<file path="src/rtl/kwdg_pkg.sv">
package kwdg_pkg;
  localparam logic [15:0] KEY_ARM  = 16'hCCCC;
  localparam logic [15:0] KEY_FEED = 16'hAAAA;
  localparam logic [15:0] KEY_OPEN = 16'h5555;
  localparam int PCODE_W = 3;
  localparam int DIV_W   = 9;

  typedef enum logic [1:0] {
    SEL_KEY = 2'd0,
    SEL_PRE = 2'd1,
    SEL_RLD = 2'd2
  } slot_e;

  // divisor = 4 << code, saturating at 256
  function automatic logic [DIV_W-1:0] div_of(input logic [PCODE_W-1:0] code);
    logic [2:0] sh;
    sh = (code > 3'd6) ? 3'd6 : code;
    return DIV_W'(4) << sh;
  endfunction
endpackage

</file>
<file path="src/rtl/kwdg_keydec.sv">
module kwdg_keydec
  import kwdg_pkg::*;
(
  input  logic        clk,
  input  logic        rst_n,
  input  logic        wr_en,
  input  logic [1:0]  wr_sel,
  input  logic [15:0] wr_data,
  output logic        arm_p,
  output logic        feed_p,
  output logic        unlocked,
  output logic        armed
);
  logic key_wr;
  assign key_wr = wr_en && (wr_sel == SEL_KEY);
  assign arm_p  = key_wr && (wr_data == KEY_ARM);
  assign feed_p = key_wr && (wr_data == KEY_FEED);

  always_ff @(posedge clk or negedge rst_n) begin
    if (!rst_n) begin
      unlocked <= 1'b0;
      armed    <= 1'b0;
    end else begin
      if (key_wr) unlocked <= (wr_data == KEY_OPEN);
      if (arm_p)  armed    <= 1'b1;
    end
  end
endmodule

</file>
<file path="src/rtl/kwdg_slot.sv">
module kwdg_slot #(
  parameter int            W          = 12,
  parameter logic [W-1:0]  RST_VAL    = '1,
  parameter int            SYNC_TICKS = 2
) (
  input  logic         clk,
  input  logic         rst_n,
  input  logic         tick,
  input  logic         wr_req,
  input  logic [W-1:0] wr_val,
  output logic         busy,
  output logic [W-1:0] value
);
  localparam int SW = $clog2(SYNC_TICKS + 1);
  localparam logic [SW-1:0] LAST = SW'(SYNC_TICKS - 1);

  logic [W-1:0]  shadow;
  logic [SW-1:0] sc;

  always_ff @(posedge clk or negedge rst_n) begin
    if (!rst_n) begin
      shadow <= RST_VAL;
      value  <= RST_VAL;
      busy   <= 1'b0;
      sc     <= '0;
    end else if (wr_req && !busy) begin
      shadow <= wr_val;
      busy   <= 1'b1;
      sc     <= '0;
    end else if (busy && tick) begin
      if (sc == LAST) begin
        value <= shadow;
        busy  <= 1'b0;
      end else begin
        sc <= sc + 1'b1;
      end
    end
  end
endmodule

</file>
<file path="src/rtl/kwdg_core.sv">
module kwdg_core #(
  parameter int CW = 12,
  parameter int PW = 9
) (
  input  logic          clk,
  input  logic          rst_n,
  input  logic          tick,
  input  logic          armed,
  input  logic          load,
  input  logic [CW-1:0] load_val,
  input  logic [PW-1:0] div,
  output logic [CW-1:0] cnt,
  output logic          fire
);
  logic [PW-1:0] pc;
  logic          spent;

  always_ff @(posedge clk or negedge rst_n) begin
    if (!rst_n) begin
      cnt   <= '1;
      pc    <= '0;
      fire  <= 1'b0;
      spent <= 1'b0;
    end else begin
      fire <= 1'b0;
      if (load) begin
        cnt <= load_val;
        pc  <= '0;
      end else if (armed && tick) begin
        if (pc == div - 1'b1) begin
          pc <= '0;
          if (cnt <= CW'(1)) begin
            cnt <= '0;
            if (!spent) begin
              fire  <= 1'b1;
              spent <= 1'b1;
            end
          end else begin
            cnt <= cnt - 1'b1;
          end
        end else begin
          pc <= pc + 1'b1;
        end
      end
    end
  end
endmodule

</file>
<file path="src/rtl/keyed_watchdog.sv">
module keyed_watchdog
  import kwdg_pkg::*;
#(
  parameter int CNT_W      = 12,
  parameter int SYNC_TICKS = 2
) (
  input  logic             clk,
  input  logic             por_n,
  input  logic             rst_n,
  input  logic             tick,
  input  logic             wr_en,
  input  logic [1:0]       wr_sel,
  input  logic [15:0]      wr_data,
  input  logic             cause_clr,
  output logic             rst_req,
  output logic             active,
  output logic [1:0]       status,
  output logic [CNT_W-1:0] count,
  output logic             wdg_cause
);
  logic arm_p, feed_p, unlocked;
  logic pre_busy, rld_busy;
  logic [PCODE_W-1:0] pcode;
  logic [CNT_W-1:0]   rld;

  kwdg_keydec u_keys (
    .clk(clk), .rst_n(rst_n), .wr_en(wr_en), .wr_sel(wr_sel), .wr_data(wr_data),
    .arm_p(arm_p), .feed_p(feed_p), .unlocked(unlocked), .armed(active)
  );

  kwdg_slot #(.W(PCODE_W), .RST_VAL('0), .SYNC_TICKS(SYNC_TICKS)) u_pre (
    .clk(clk), .rst_n(rst_n), .tick(tick),
    .wr_req(wr_en && unlocked && (wr_sel == SEL_PRE)),
    .wr_val(wr_data[PCODE_W-1:0]), .busy(pre_busy), .value(pcode)
  );

  kwdg_slot #(.W(CNT_W), .RST_VAL('1), .SYNC_TICKS(SYNC_TICKS)) u_rld (
    .clk(clk), .rst_n(rst_n), .tick(tick),
    .wr_req(wr_en && unlocked && (wr_sel == SEL_RLD)),
    .wr_val(wr_data[CNT_W-1:0]), .busy(rld_busy), .value(rld)
  );

  kwdg_core #(.CW(CNT_W), .PW(DIV_W)) u_core (
    .clk(clk), .rst_n(rst_n), .tick(tick), .armed(active),
    .load(arm_p || feed_p), .load_val(rld), .div(div_of(pcode)),
    .cnt(count), .fire(rst_req)
  );

  assign status = {rld_busy, pre_busy};

  always_ff @(posedge clk or negedge por_n) begin
    if (!por_n)         wdg_cause <= 1'b0;
    else if (rst_req)   wdg_cause <= 1'b1;
    else if (cause_clr) wdg_cause <= 1'b0;
  end
endmodule

</file>
<file path="config.mk">
export PLATFORM = sky130hd
export DESIGN_NAME = keyed_watchdog
export DESIGN_NICKNAME = d
export VERILOG_FILES = /design/src/rtl/kwdg_pkg.sv /design/src/rtl/kwdg_keydec.sv /design/src/rtl/kwdg_slot.sv /design/src/rtl/kwdg_core.sv /design/src/rtl/keyed_watchdog.sv
export SDC_FILE = /design/constraint.sdc
export NUM_CORES = 1
export LEC_CHECK = 0
export BUFFER_PORTS_ARGS = -buffer_cell sky130_fd_sc_hd__clkbuf_2
export CORE_ASPECT_RATIO = 0.5
export CORE_MARGIN = 2
export CORE_UTILIZATION = 40
export DETAILED_ROUTE_END_ITERATION = 7
export GPL_ROUTABILITY_DRIVEN = 1
export PLACE_DENSITY = 0.6
export SYNTH_ARGS = -nofsm -noshare
export SYNTH_HDL_FRONTEND = slang
export SYNTH_SLANG_ARGS = --single-unit
</file>
<file path="constraint.sdc">
create_clock -name clk -period 2.48 [get_ports clk]
set_clock_uncertainty 0.15 [all_clocks]
set_input_delay 0.496 -clock clk [delete_from_list [all_inputs] [get_ports clk]]
set_output_delay 0.496 -clock clk [all_outputs]
set_load 0.01 [all_outputs]
</file>
==> results.tsv <==
metric	value	unit
# diodes	0	
final setup fails	0	
kind of cell adding the most delay to the critical path	simple AND/OR/NAND/NOR gates	
most common cell after layout, fill and taps aside	clkbuf_2	
Finished Core Util	52.2	%
crit path DAT	2.49	ns
Mapped Area	3180	um^2
Crit. End Element	flip-flop	
Starting Density	42.3	%
EDFF count, synth	0	
Port Buffer Count	40	
Synth Register Bits	62	
routed vias/inst	5.40	
Placer Congestion	0.834	
die area	8720	um^2
CP startpoint	u_pre.value[0]	
CP startpoint kind	flip-flop	
syn_area_per_cell	10.5	um^2
Synth Flop Type	dfstp_2	
slew at the pin with the worst max-slew slack	0.664	ns
FP Rows	22	
final worst path period share	96.5	%
Synth Area in XOR/XNOR	1.10	%
final slew viol count	0	
largest net degree at the start of global routing	42	
Routed Antenna Nets	0	
Initial DRC Count	153	
initial antenna violation count	0	
Compound-Gate Fraction of Synth Area	13.3	%
Mapped Nets	332	
P_sw	0.474	mW
most used cell, CP	buf_4	
clock tree from TritonCTS	built	
CTS H-tree depth	3	
RR Startpoint	u_pre.value[0]	
Skew-Pair Late Insertion Delay	0.33	ns
largest fanout on the critical path	5	
adder-cell share of the synthesized area	1.97	%
Netlist cell types	53	
Simple-Gate Fraction of Synth Area	18.8	%
Peak Freq	418	MHz
core area	7510	um^2
first-pass GRT wire length	12900	um
Global Route Usage Sum	20.0	%
grt ovf	0	
main combinational cell family by area after synthesis	simple AND/OR/NAND/NOR gates	
hold crit path type	input pin to flip-flop	
Final nets	386	
sequential element share of the synthesized area	50.2	%
Sw Share	19.0	%
clock power share	56.7	%
Peak VDD IR	0.000329	V
Layout Area Growth over Synthesis	23.3	%
Seq pwr share	40.7	%
Worst path max stage delay	0.49	ns
WS Path Type	flip-flop to flip-flop	
total CTS buffers	9	
CP max stage cell	or4_1	
share of layout cells above drive strength 1	38.4	%
io pins	41	
DR DRC count	0	
CTS root buffer	clkbuf_16	
Mapped Cells	303	
Max Cap Violations	0	
CTS Buffer Depth	2	
setup tns final	0	ns
Worst Path Required	2.58	ns
Clock transition at path regs	0.05	ns
status	finished, final reports clean	
relative slew slack	55.7	%
Synth async-reset ratio	100	%
RSZ-0062 raised after global routing	no	
die width	130	um
most frequent cells in the layout	40 x clkbuf_2, 36 x dfstp_2, 32 x nand2_1, 32 x mux2_2, 30 x nor2_1	
mux share of post-synthesis cell area	12.0	%
Ys Warns	0	
vias in the first global route	2554	
first-pass detailed-route iteration total	4	
Routed WL	7730	um
routed via count	2540	
Die H	67.1	um
worst path bufs/invs	2	
routed len/inst	16.4	um
clock sink total	62	
Logic pwr share	2.5	%
Detail Placement HPWL	5620	um
Final Hold Fails	0	
Leak	1.77	nW
power per cell area	636	nW/um^2
Pint	2.02	mW
minimum clock period	2.39	ns
critical path, cell by cell	nor3_2 > a2111o_1 > a211oi_4 > buf_4 > and2_1 > buf_4 > or4_1 > a21oi_1	
Hold Crit Start	wr_sel[1]	
-- logic make-up after synthesis --
kind of cell / count (synthesis)
flops: 62
buf+inv: 19
mux: 34
xor+xnor: 4
simple gates: 116
compound gates: 63
fa+ha+maj: 5
-- power groups by stage --
stage          Combinational [mW]  Clock [mW]  Sequential (mW)
2_1_floorplan             0.00895           0             1.03
3_3_place_gp               0.0600           0             1.03
3_5_place_dp               0.0625           0             1.03
4_1_cts                    0.0653        1.44             1.02
5_1_grt                    0.0719        1.48             1.02
6_report                   0.0635        1.41             1.02
-- final cells by class --
cell class	count	area, um^2
sequential	62	1600
tap	108	135
timing repair buffer	54	323
clock buffer	12	236
multi-input combinational	222	1510
inverter	8	30.0
fill	667	3590
clock inverter	4	95.1
-- Yosys cell counts, drive strengths merged, types with 2 or more instances --
library cell  instances  share of area (%)
and2                  4               0.79
o21a                  3               0.71
mux2i                 2               0.63
inv                   8               0.94
a31oi                 4               0.79
dfstp                36                 30
nor2                 30                3.5
o21ai                10                1.6
dfrtp                26                 20
nand2                32                3.8
or3                   5               0.98
nand3                11                1.9
a41oi                 2               0.55
clkbuf                5               0.59
nand2b                2               0.39
nor4bb                8                2.5
nand4                 3               0.59
xnor2                 2               0.55
a41o                  2               0.63
and3                  4               0.79
mux2                 32                 11
xor2                  2               0.55
nor3                  6               0.94
nor4                  3               0.59
o41ai                 3               0.83
a21o                  3               0.71
buf                   6                1.2
a21oi                25                3.9
ha                    5                2.0
-- routing by layer --
| metal | GRT usage, % | share of wire (%) | routed length (um) | vias to the layer above |
|---|---|---|---|---|
| li1 | - | - | - | 1212 |
| met1 | 27.1 | 48 | 3750 | 1250 |
| met2 | 30.8 | 45 | 3460 | 69 |
| met3 | 5.06 | 5.3 | 411 | 9 |
| met4 | 7.93 | 1.3 | 104 | 0 |
| met5 | 0 | 0 | 0 | - |
-- state kept, by name (all words and copies together), names as in the netlist --
name / count
u_core.cnt: 12
u_core.fire: 1
u_core.pc: 9
u_core.spent: 1
u_keys.armed: 1
u_keys.unlocked: 1
u_pre.busy: 1
u_pre.sc: 2
u_pre.shadow: 3
u_pre.value: 3
u_rld.busy: 1
u_rld.sc: 2
u_rld.shadow: 12
u_rld.value: 12
wdg_cause: 1
-- path summary, 6_finish.rpt --
kind                                  endpoint  slack (ns)  cells after the start
worst max-delay path              u_core.pc[8]        0.09                      8
worst min-delay path               u_rld.sc[0]        0.26                      2
worst max register to register    u_core.pc[8]        0.09                      8
worst min register to register       wdg_cause        0.31                      1
max in group asynchronous       u_core.cnt[11]        0.97                      3
min in group asynchronous            wdg_cause        0.32                      2
-- what timing repair did --
action,in CTS,in global routing
setup endpoints to repair,0,4
hold buffers,2,0
gates resized for setup,0,3
endpoints found under the hold margin,2,0
buffers inserted,0,0
-- per-stage QoR --
| step | instance area, um^2 | instances | hold slack, ns | setup WS (ns) | power [mW] |
|---|---|---|---|---|---|
| floorplan | 3180 | 303 | 0.0504 | 0.117 | 1.04 |
| global placement | 3560 | 452 | 0.121 | 0.137 | 1.09 |
| detailed placement | 3560 | 452 | 0.125 | 0.0623 | 1.09 |
| CTS | 3910 | 470 | 0.238 | 0.0242 | 2.52 |
| global route | 3920 | 470 | 0.274 | 0.00335 | 2.57 |
| finish | 3920 | 470 | 0.257 | 0.0872 | 2.49 |
Note: power is estimated with default switching activity, not from simulation.
